--- config.mk ---
export PLATFORM = sky130hd
export DESIGN_NAME = spi_dual_role
export DESIGN_NICKNAME = d
export VERILOG_FILES = /design/src/rtl/spi_dual_role.sv
export SDC_FILE = /design/constraint.sdc
export NUM_CORES = 1
export LEC_CHECK = 0
export BUFFER_PORTS_ARGS = -buffer_cell sky130_fd_sc_hd__buf_2
export CORE_MARGIN = 2
export CORE_UTILIZATION = 57
export DETAILED_ROUTE_END_ITERATION = 16
export GPL_ROUTABILITY_DRIVEN = 0
export GPL_TIMING_DRIVEN = 0
export PLACE_DENSITY = 0.77
export SYNTH_ARGS = -nofsm -noshare
export SYNTH_HDL_FRONTEND = slang
export SYNTH_SLANG_ARGS = --single-unit
--- constraint.sdc ---
create_clock -name clk -period 3.6 [get_ports clk]
set_input_delay 0.18 -clock clk [delete_from_list [all_inputs] [get_ports clk]]
set_output_delay 0.18 -clock clk [all_outputs]
set_load 0.005 [all_outputs]
--- src/rtl/spi_dual_role.sv ---
module spi_dual_role #(
  parameter int DW       = 8,
  parameter int MAX_RATE = 5
) (
  input  logic          clk,
  input  logic          rst_n,
  input  logic          bus_sel,
  input  logic          bus_wr,
  input  logic          bus_rd,
  input  logic [1:0]    bus_addr,
  input  logic [DW-1:0] bus_wdata,
  output logic [DW-1:0] bus_rdata,
  output logic          irq,
  input  logic          sck_i,
  output logic          sck_o,
  input  logic          mosi_i,
  output logic          mosi_o,
  input  logic          miso_i,
  output logic          miso_o,
  input  logic          ss_n_i,
  output logic          force_in_mosi,
  output logic          force_in_miso,
  output logic          force_in_sck,
  output logic          force_in_ss
);
  localparam int CW   = $clog2(DW);
  localparam int DIVW = MAX_RATE + 2;

  logic          ie, en, mst;
  logic [2:0]    rate;
  logic [DW-1:0] shreg, rx_q;
  logic          done_q, wcol_q, arm_d, arm_w;

  wire wr_ctl  = bus_sel & bus_wr & (bus_addr == 2'd0);
  wire rd_stat = bus_sel & bus_rd & (bus_addr == 2'd1);
  wire wr_data = bus_sel & bus_wr & (bus_addr == 2'd2);
  wire acc_dat = bus_sel & (bus_wr | bus_rd) & (bus_addr == 2'd2);

  always_ff @(posedge clk or negedge rst_n)
    if (!rst_n) begin
      ie <= 1'b0; en <= 1'b0; mst <= 1'b0; rate <= '0;
    end else if (wr_ctl) begin
      ie <= bus_wdata[7]; en <= bus_wdata[6]; mst <= bus_wdata[4]; rate <= bus_wdata[2:0];
    end

  // master clock generator
  wire [2:0]      rate_eff = (rate > 3'(MAX_RATE)) ? 3'(MAX_RATE) : rate;
  wire [DIVW-1:0] half_m1  = (DIVW'(2) << rate_eff) - DIVW'(1);
  logic [DIVW-1:0] m_div;
  logic [CW-1:0]   m_bits;
  logic            m_busy, sck_q, m_samp;

  wire m_tick = m_busy & (m_div == half_m1);
  wire m_rise = m_tick & ~sck_q;
  wire m_fall = m_tick & sck_q;
  wire m_end  = m_fall & (m_bits == CW'(DW-1));

  always_ff @(posedge clk or negedge rst_n)
    if (!rst_n) begin
      m_busy <= 1'b0; sck_q <= 1'b0; m_div <= '0; m_bits <= '0; m_samp <= 1'b0;
    end else if (!(en & mst)) begin
      m_busy <= 1'b0; sck_q <= 1'b0; m_div <= '0; m_bits <= '0;
    end else if (m_busy) begin
      m_div <= m_tick ? '0 : m_div + DIVW'(1);
      if (m_rise) begin
        sck_q  <= 1'b1;
        m_samp <= miso_i;
      end
      if (m_fall) begin
        sck_q  <= 1'b0;
        m_bits <= m_bits + CW'(1);
        if (m_end) m_busy <= 1'b0;
      end
    end else if (wr_data) begin
      m_busy <= 1'b1; sck_q <= 1'b0; m_div <= '0; m_bits <= '0;
    end

  // slave front end
  logic [1:0]    sck_s, ss_s, mosi_s;
  logic          sck_d, s_hi, s_samp;
  logic [CW-1:0] s_bits;

  always_ff @(posedge clk or negedge rst_n)
    if (!rst_n) begin
      sck_s <= '0; ss_s <= 2'b11; mosi_s <= '0; sck_d <= 1'b0;
    end else begin
      sck_s  <= {sck_s[0], sck_i};
      ss_s   <= {ss_s[0], ss_n_i};
      mosi_s <= {mosi_s[0], mosi_i};
      sck_d  <= sck_s[1];
    end

  wire s_on     = en & ~mst & ~ss_s[1];
  wire s_rise   = s_on & sck_s[1] & ~sck_d;
  wire s_fall   = s_on & ~sck_s[1] & sck_d;
  wire s_end    = s_fall & (s_bits == CW'(DW-1));
  wire s_active = s_on & ((s_bits != '0) | s_hi);

  always_ff @(posedge clk or negedge rst_n)
    if (!rst_n) begin
      s_bits <= '0; s_hi <= 1'b0; s_samp <= 1'b0;
    end else if (!s_on) begin
      s_bits <= '0; s_hi <= 1'b0;
    end else begin
      if (s_rise) begin
        s_hi   <= 1'b1;
        s_samp <= mosi_s[1];
      end
      if (s_fall) begin
        s_hi   <= 1'b0;
        s_bits <= s_bits + CW'(1);
      end
    end

  // shared shifter and receive buffer
  wire xfer_busy = mst ? m_busy : s_active;
  wire in_bit    = mst ? m_samp : s_samp;
  wire shift_now = m_fall | s_fall;
  wire xfer_end  = m_end | s_end;
  wire [DW-1:0] shifted = {shreg[DW-2:0], in_bit};

  always_ff @(posedge clk or negedge rst_n)
    if (!rst_n) begin
      shreg <= '0; rx_q <= '0;
    end else begin
      if (shift_now) shreg <= shifted;
      else if (wr_data & en & ~xfer_busy) shreg <= bus_wdata;
      if (xfer_end) rx_q <= shifted;
    end

  always_ff @(posedge clk or negedge rst_n)
    if (!rst_n) begin
      done_q <= 1'b0; wcol_q <= 1'b0; arm_d <= 1'b0; arm_w <= 1'b0;
    end else begin
      if (xfer_end) done_q <= 1'b1;
      else if (acc_dat & arm_d) done_q <= 1'b0;
      if (wr_data & en & xfer_busy) wcol_q <= 1'b1;
      else if (acc_dat & arm_w) wcol_q <= 1'b0;
      if (rd_stat) begin
        arm_d <= done_q; arm_w <= wcol_q;
      end else if (acc_dat) begin
        arm_d <= 1'b0; arm_w <= 1'b0;
      end
    end

  always_comb
    case (bus_addr)
      2'd0:    bus_rdata = DW'({ie, en, 1'b0, mst, 1'b0, rate});
      2'd1:    bus_rdata = {done_q, wcol_q, {(DW-2){1'b0}}};
      2'd2:    bus_rdata = rx_q;
      default: bus_rdata = '0;
    endcase

  assign irq           = done_q & ie;
  assign sck_o         = sck_q;
  assign mosi_o        = (en & mst) ? shreg[DW-1] : 1'b0;
  assign miso_o        = (en & ~mst) ? shreg[DW-1] : 1'b0;
  assign force_in_miso = en & mst;
  assign force_in_mosi = en & ~mst;
  assign force_in_sck  = en & ~mst;
  assign force_in_ss   = en & ~mst;

  AST_SCK_IDLE_LOW: assert property (@(posedge clk) disable iff (!rst_n) !m_busy |-> !sck_o);
  AST_MOSI_HELD_HIGH: assert property (@(posedge clk) disable iff (!rst_n)
    (m_busy && sck_q && $past(sck_q)) |-> $stable(mosi_o));
  AST_LAST_BIT_DONE: assert property (@(posedge clk) disable iff (!rst_n) m_end |=> done_q && !m_busy);
  AST_BUSY_WRITE_FLAGGED: assert property (@(posedge clk) disable iff (!rst_n)
    (wr_data && m_busy) |=> wcol_q);
  AST_BUSY_WRITE_NO_LOAD: assert property (@(posedge clk) disable iff (!rst_n)
    (wr_data && m_busy && !m_fall) |=> $stable(shreg));
  AST_DESELECT_HOLDS_RX: assert property (@(posedge clk) disable iff (!rst_n)
    (en && !mst && ss_s[1]) |=> $stable(rx_q));
  AST_OVR_ROLES_APART: assert property (@(posedge clk) disable iff (!rst_n)
    !(force_in_miso && force_in_mosi));
endmodule

## After elaboration in Yosys (flattened, before gate mapping)

Cells that the tools add are included.

- Bits in registers: 51
- Input bits: 19
- Output and inout port bits: 16
- Word-level logic and storage cells: 122

- $add $sub $neg: 4
- $lt $le $gt $ge: 1
- Eq/ne operators: 10
- Shifts and indexed selects: 1
- Multiplexer cells: 38
- Bitwise logic cells: 36
- Reduce and logical (&&, ||, !) cells: 10

Operators by type and width:

| kind | count |
|---|---|
| 7-bit two-way mux | 4 |
| 1-bit bitwise AND | 26 |
| 1-bit two-way mux | 24 |
| 8-bit one-hot mux with 3 select lines | 1 |
| 3-bit two-way mux | 7 |
| 8-bit two-way mux | 2 |
| 2-bit nonzero test | 4 |
| 7-bit by 1-bit adder with 7-bit output, second input constant | 1 |
| 7-bit == test | 1 |
| 2-bit by 3-bit left shift with 7-bit output, first input constant | 1 |
| 7-bit by 2-bit subtractor with 7-bit output, second input constant | 1 |
| 3-bit by 1-bit adder with 3-bit output, second input constant | 2 |
| 3-bit == test, second input constant | 2 |
| 3-bit by 1-bit != test with 1-bit output, second input constant | 2 |
| 1-bit NOT | 6 |
| 2-bit AND reduction | 3 |
| 4-bit by 2-bit != test with 1-bit output, second input constant | 1 |
| 1-bit OR | 4 |
| 3-bit > comparator, second input constant | 1 |
| 3-bit by 2-bit != test with 1-bit output, second input constant | 1 |
| 3-bit AND reduction | 1 |
| 3-bit nonzero test | 1 |
| 2-bit by 1-bit == test with 1-bit output, second input constant | 1 |
| 2-bit == test, second input constant | 1 |
| other kinds (2) | 2 |

## Depth between registers and ports, before layout

- Depth in word-level cells: 12
- Gate-level depth with buffers: 10
- Mapped depth without buffers: 8

## Worst setup path after synthesis

Ideal clock, no wire load.

- Path type: reg2reg
- From: register rate[1]
- To: register rx_q[1]
- Setup time: 0.125 ns
- Data arrival time: 2.529 ns
- Required time: 3.475 ns
- Setup slack: 0.946 ns
- Stages on the path, launching flop included: 10
- Path buffers: 2
- Clock period less this slack: 2.654 ns
- Cell sequence: dfrtp_1 -> clkbuf_1 -> or3_1 -> ha_1 -> xnor2_1 -> nor4b_4 -> o311ai_2 -> buf_6 -> o21ai_4 -> mux2_4

- Longest elaborated chain between the ends: 9

RTL lines:

| what | RTL line | text |
|---|---|---|
| from (decl) | 30 | `logic [2:0] rate;` |
| from (signal assigned) | 43 | `ie <= bus_wdata[7]; en <= bus_wdata[6]; mst <= bus_wdata[4]; rate <= bus_wdata[2:0];` |
| 3-bit > comparator | 47 | `wire [2:0] rate_eff = (rate > 3'(MAX_RATE)) ? 3'(MAX_RATE) : rate;` |
| 3-bit two-way mux (*) | 47 |  |
| 2-bit by 3-bit left shift with 7-bit output (*) | 48 | `wire [DIVW-1:0] half_m1 = (DIVW'(2) << rate_eff) - DIVW'(1);` |
| 7-bit by 2-bit subtractor with 7-bit output (*) | 48 |  |
| 7-bit == test (*) | 53 | `wire m_tick = m_busy & (m_div == half_m1);` |
| 1-bit bitwise AND (*) | 53 |  |
| 1-bit bitwise AND (*) | 55 | `wire m_fall = m_tick & sck_q;` |
| 1-bit bitwise AND (*) | 56 | `wire m_end = m_fall & (m_bits == CW'(DW-1));` |
| 1-bit OR (*) | 119 | `wire xfer_end = m_end \| s_end;` |
| to (signal assigned) | 128 | `if (xfer_end) rx_q <= shifted;` |
| to (decl) | 31 | `logic [DW-1:0] shreg, rx_q;` |

Mark *: on every way between the ends. The rest lies on a longest branch, timed or not.
A chain may end at the register's enable or synchronous reset.

## Final worst setup path

- From: register rate[1]
- To: register rx_q[7]

Same word-level chain as after synthesis.

==> flow_metrics.env <==
export IMPL_status="completed"
export IMPL_grt_first_pass_wirelength_mm=8.54
export IMPL_whs_ns=0.0727
export IMPL_ys_seq_area_frac=0.474
export IMPL_synth_top_cell_by_area="dfrtp_1"
export IMPL_route_final_wire_length_mm=4.96
export IMPL_synth_top_cells_by_area="dfrtp_1 (45%), mux2_2 (8.8%), mux2i_1 (4.8%), mux2_4 (3.9%), ha_1 (3.2%)"
export IMPL_maximum_number_of_pins_on_one_net_before_global_route_repair=52
export IMPL_cp_max_fo=10
export IMPL_setup_tns_final_ns=0
export IMPL_row_count=25
export IMPL_setup_violations=0
export IMPL_ios=35
export IMPL_timing_worst_slew_pin_value_ns=1.09
export IMPL_clock_sinks=51
export IMPL_start_util=0.582
export IMPL_final_net_count=311
export IMPL_placement_io_buffers=32
export IMPL_avgSynthCellArea_um2=11.1
export IMPL_rr_worst_depth=9
export IMPL_maxCapViolCount=0
export IMPL_finalHoldViolCount=0
export IMPL_worst_hold_path_type="in2async"
export IMPL_mostFrequentLayoutCells="dfrtp_1 (49), buf_2 (36), nand2_1 (21), mux2_2 (21), nor2_1 (14)"
export IMPL_numCtsBuffers=5
export IMPL_drtPass1Iterations=4
export IMPL_yosysTopAreaCellShare=0.455
export IMPL_hpwlAfterDp_mm=3.65
export IMPL_power_leakage_nw=1.41
export IMPL_drt_wirelength_per_cell_um=14.6
export IMPL_required_ns=3.79
export IMPL_clk_pin_slew_ns=0.09
export IMPL_setup_repair_after_global_routing_missed_its_margin="false"
export IMPL_initial_antenna_violation_count=0
export IMPL_grt_overflow=0
export IMPL_yosys_cell_types_count=47
export IMPL_maxSlewHeadroom=0.272
export IMPL_mappedNetlistNets=269
export IMPL_die_h_um=72.8
export IMPL_critPathArrivalTime_ns=3.19
export IMPL_final_common_cell="dfrtp_1"
export IMPL_via_count=1881
export IMPL_worst_r2r_setup_slack_ns=0.60
export IMPL_reg2reg_from="rate[1]$_DFFE_PN0P_"
export IMPL_power_density_nw_per_um2=432
export IMPL_clock_fmax_mhz=334
export IMPL_finalCoreUtilization=0.656
export IMPL_cts_hold_buf=3
export IMPL_synthesis_instances=243
export IMPL_worst_clock_skew_ns=0.00816
export IMPL_post_synth_edffs=0
export IMPL_drive_gt1_frac=0.301
export IMPL_dominantRegCellSynth="dfrtp_1"
export IMPL_drt_iter0_markers=82
export IMPL_clock_root_buffer="clkbuf_8"
export IMPL_floorplan_core_area_um2=4630
export IMPL_power_ir_vdd_worst_mv=0.315
export IMPL_post_synthesis_async_set_or_reset_flop_share=1.00
export IMPL_number_of_diodes=0
export IMPL_final_min_period_over_clock_period=0.832
export IMPL_layout_cells_non_filler=340
export IMPL_path_class="reg2reg"
export IMPL_ys_warn_count=0
export IMPL_vias_per_cell=5.53
export IMPL_ff_latch_count_synth=51
export IMPL_critPathLaunchType="flip-flop"
export IMPL_tritoncts="done"
export IMPL_layout_stage_area_growth_over_the_synthesis_result_pct=12.7
export IMPL_drc=0
export IMPL_netlist_area_um2=2700
export IMPL_end_kind="flip-flop"
export IMPL_final_period_minus_worst_setup_slack_ns=3.00
export IMPL_dieWidth_um=72.8
export IMPL_antenna_left=0
export IMPL_htree_levels=2
export IMPL_grtUsageTotal=0.212
export IMPL_final_fill_count=367
export IMPL_final_max_slew_viol_count=0
export IMPL_post_cts_setup_buffer_count=0
export IMPL_grt_pass1_vias=1901
export IMPL_cts_max_path_buffers=2
export IMPL_die_area_um2=5290
export IMPL_cts_resized=0
export IMPL_clkLatencyLatePin_ns=0.30
export IMPL_p_total_mw=1.31
export IMPL_place_inst=329
export IMPL_worstReg2RegEnd="rx_q[7]$_DFFE_PN0P_"
[how the worst max path moves through the flow]
stage,startpoint,to,cells past startpoint
finish,rate[1]$_DFFE_PN0P_,rx_q[7]$_DFFE_PN0P_,9
global route,rate[1]$_DFFE_PN0P_,rx_q[4]$_DFFE_PN0P_,9
CTS,rate[1]$_DFFE_PN0P_,rx_q[7]$_DFFE_PN0P_,9
detailed placement,rate[1]$_DFFE_PN0P_,rx_q[7]$_DFFE_PN0P_,9
global placement,rate[1]$_DFFE_PN0P_,rx_q[4]$_DFFE_PN0P_,9
floorplan,rate[1]$_DFFE_PN0P_,rx_q[1]$_DFFE_PN0P_,9
[state kept, by name, indices dropped and copies added (netlist names), 3 cells and up]
signal,flops
rx_q,8
m_bits,3
s_bits,3
m_div,7
rate,3
shreg,8
[layout make-up]
class / count / area [um^2] / share of cell area
Timing Repair Buffer: 35 / 190 / 0.0626
Inverter: 13 / 48.8 / 0.0161
Clock inverter: 3 / 15.0 / 0.00494
Buffer: 16 / 87.6 / 0.0288
Tap cell: 54 / 67.6 / 0.0222
Multi-Input combinational cell: 163 / 1280 / 0.422
Sequential cell: 51 / 1280 / 0.421
Clock buffer: 5 / 68.8 / 0.0227
[cell families (layout without fill, tap and decap cells)]
family,after synthesis,count (layout),share of synthesized area
mux,42,42,0.179
compound gates,35,35,0.0956
xor+xnor,7,7,0.0227
fa+ha+maj,7,7,0.0325
flops,51,51,0.474
simple gates,72,72,0.145
buf+inv,29,72,0.0506
[power by group]
group	switching (mW)	total, mW	internal, mW	leakage, nW
logic	0.143	0.303	0.160	0.692
registers	0.0472	0.689	0.642	0.666
clock network	0.185	0.319	0.133	0.0477
[critical path, stage by stage, from the launching register on]
cell and delay (ns):
dfrtp_1 0.39, clkbuf_1 0.19, or3_1 0.38, ha_1 0.31
xnor2_1 0.16, nor4b_4 0.29, o311ai_2 0.23, buf_6 0.20
o21ai_4 0.38, mux2_4 0.34
[per-stage QoR]
step | setup WS [ns] | area (um^2)
4_1_cts | 0.616 | 3040
5_1_grt | 0.515 | 3040
3_3_place_gp | 0.660 | 2920
2_1_floorplan | 0.946 | 2700
3_5_place_dp | 0.621 | 2920
6_report | 0.604 | 3040
[metal layers]
layer | vias up | part of all wire | track usage
met5 | - | 0 | 0
met4 | 0 | 0.011 | 0.0556
met3 | 6 | 0.031 | 0.0497
met2 | 28 | 0.48 | 0.355
met1 | 921 | 0.47 | 0.279
li1 | 926 | - | -
[Yosys cell counts (2+ instances only)]
library cell	instances
and2_1	4
dfrtp_1	49
xnor2_1	5
mux2_4	7
nor3b_1	3
or3_1	3
nor2_1	14
o2bb2ai_1	2
a31oi_1	3
o22ai_1	3
mux2_2	21
inv_1	13
a32o_1	2
ha_1	7
o21ai_0	12
dfstp_2	2
a21oi_1	4
nor3_1	4
clkbuf_1	7
nand2b_1	4
nand3_1	5
xor2_1	2
nand2_1	21
buf_4	2
buf_2	4
buf_6	2
and3_1	4
nor2b_1	3
mux2i_1	13
Power figures use the tool's default switching activity.
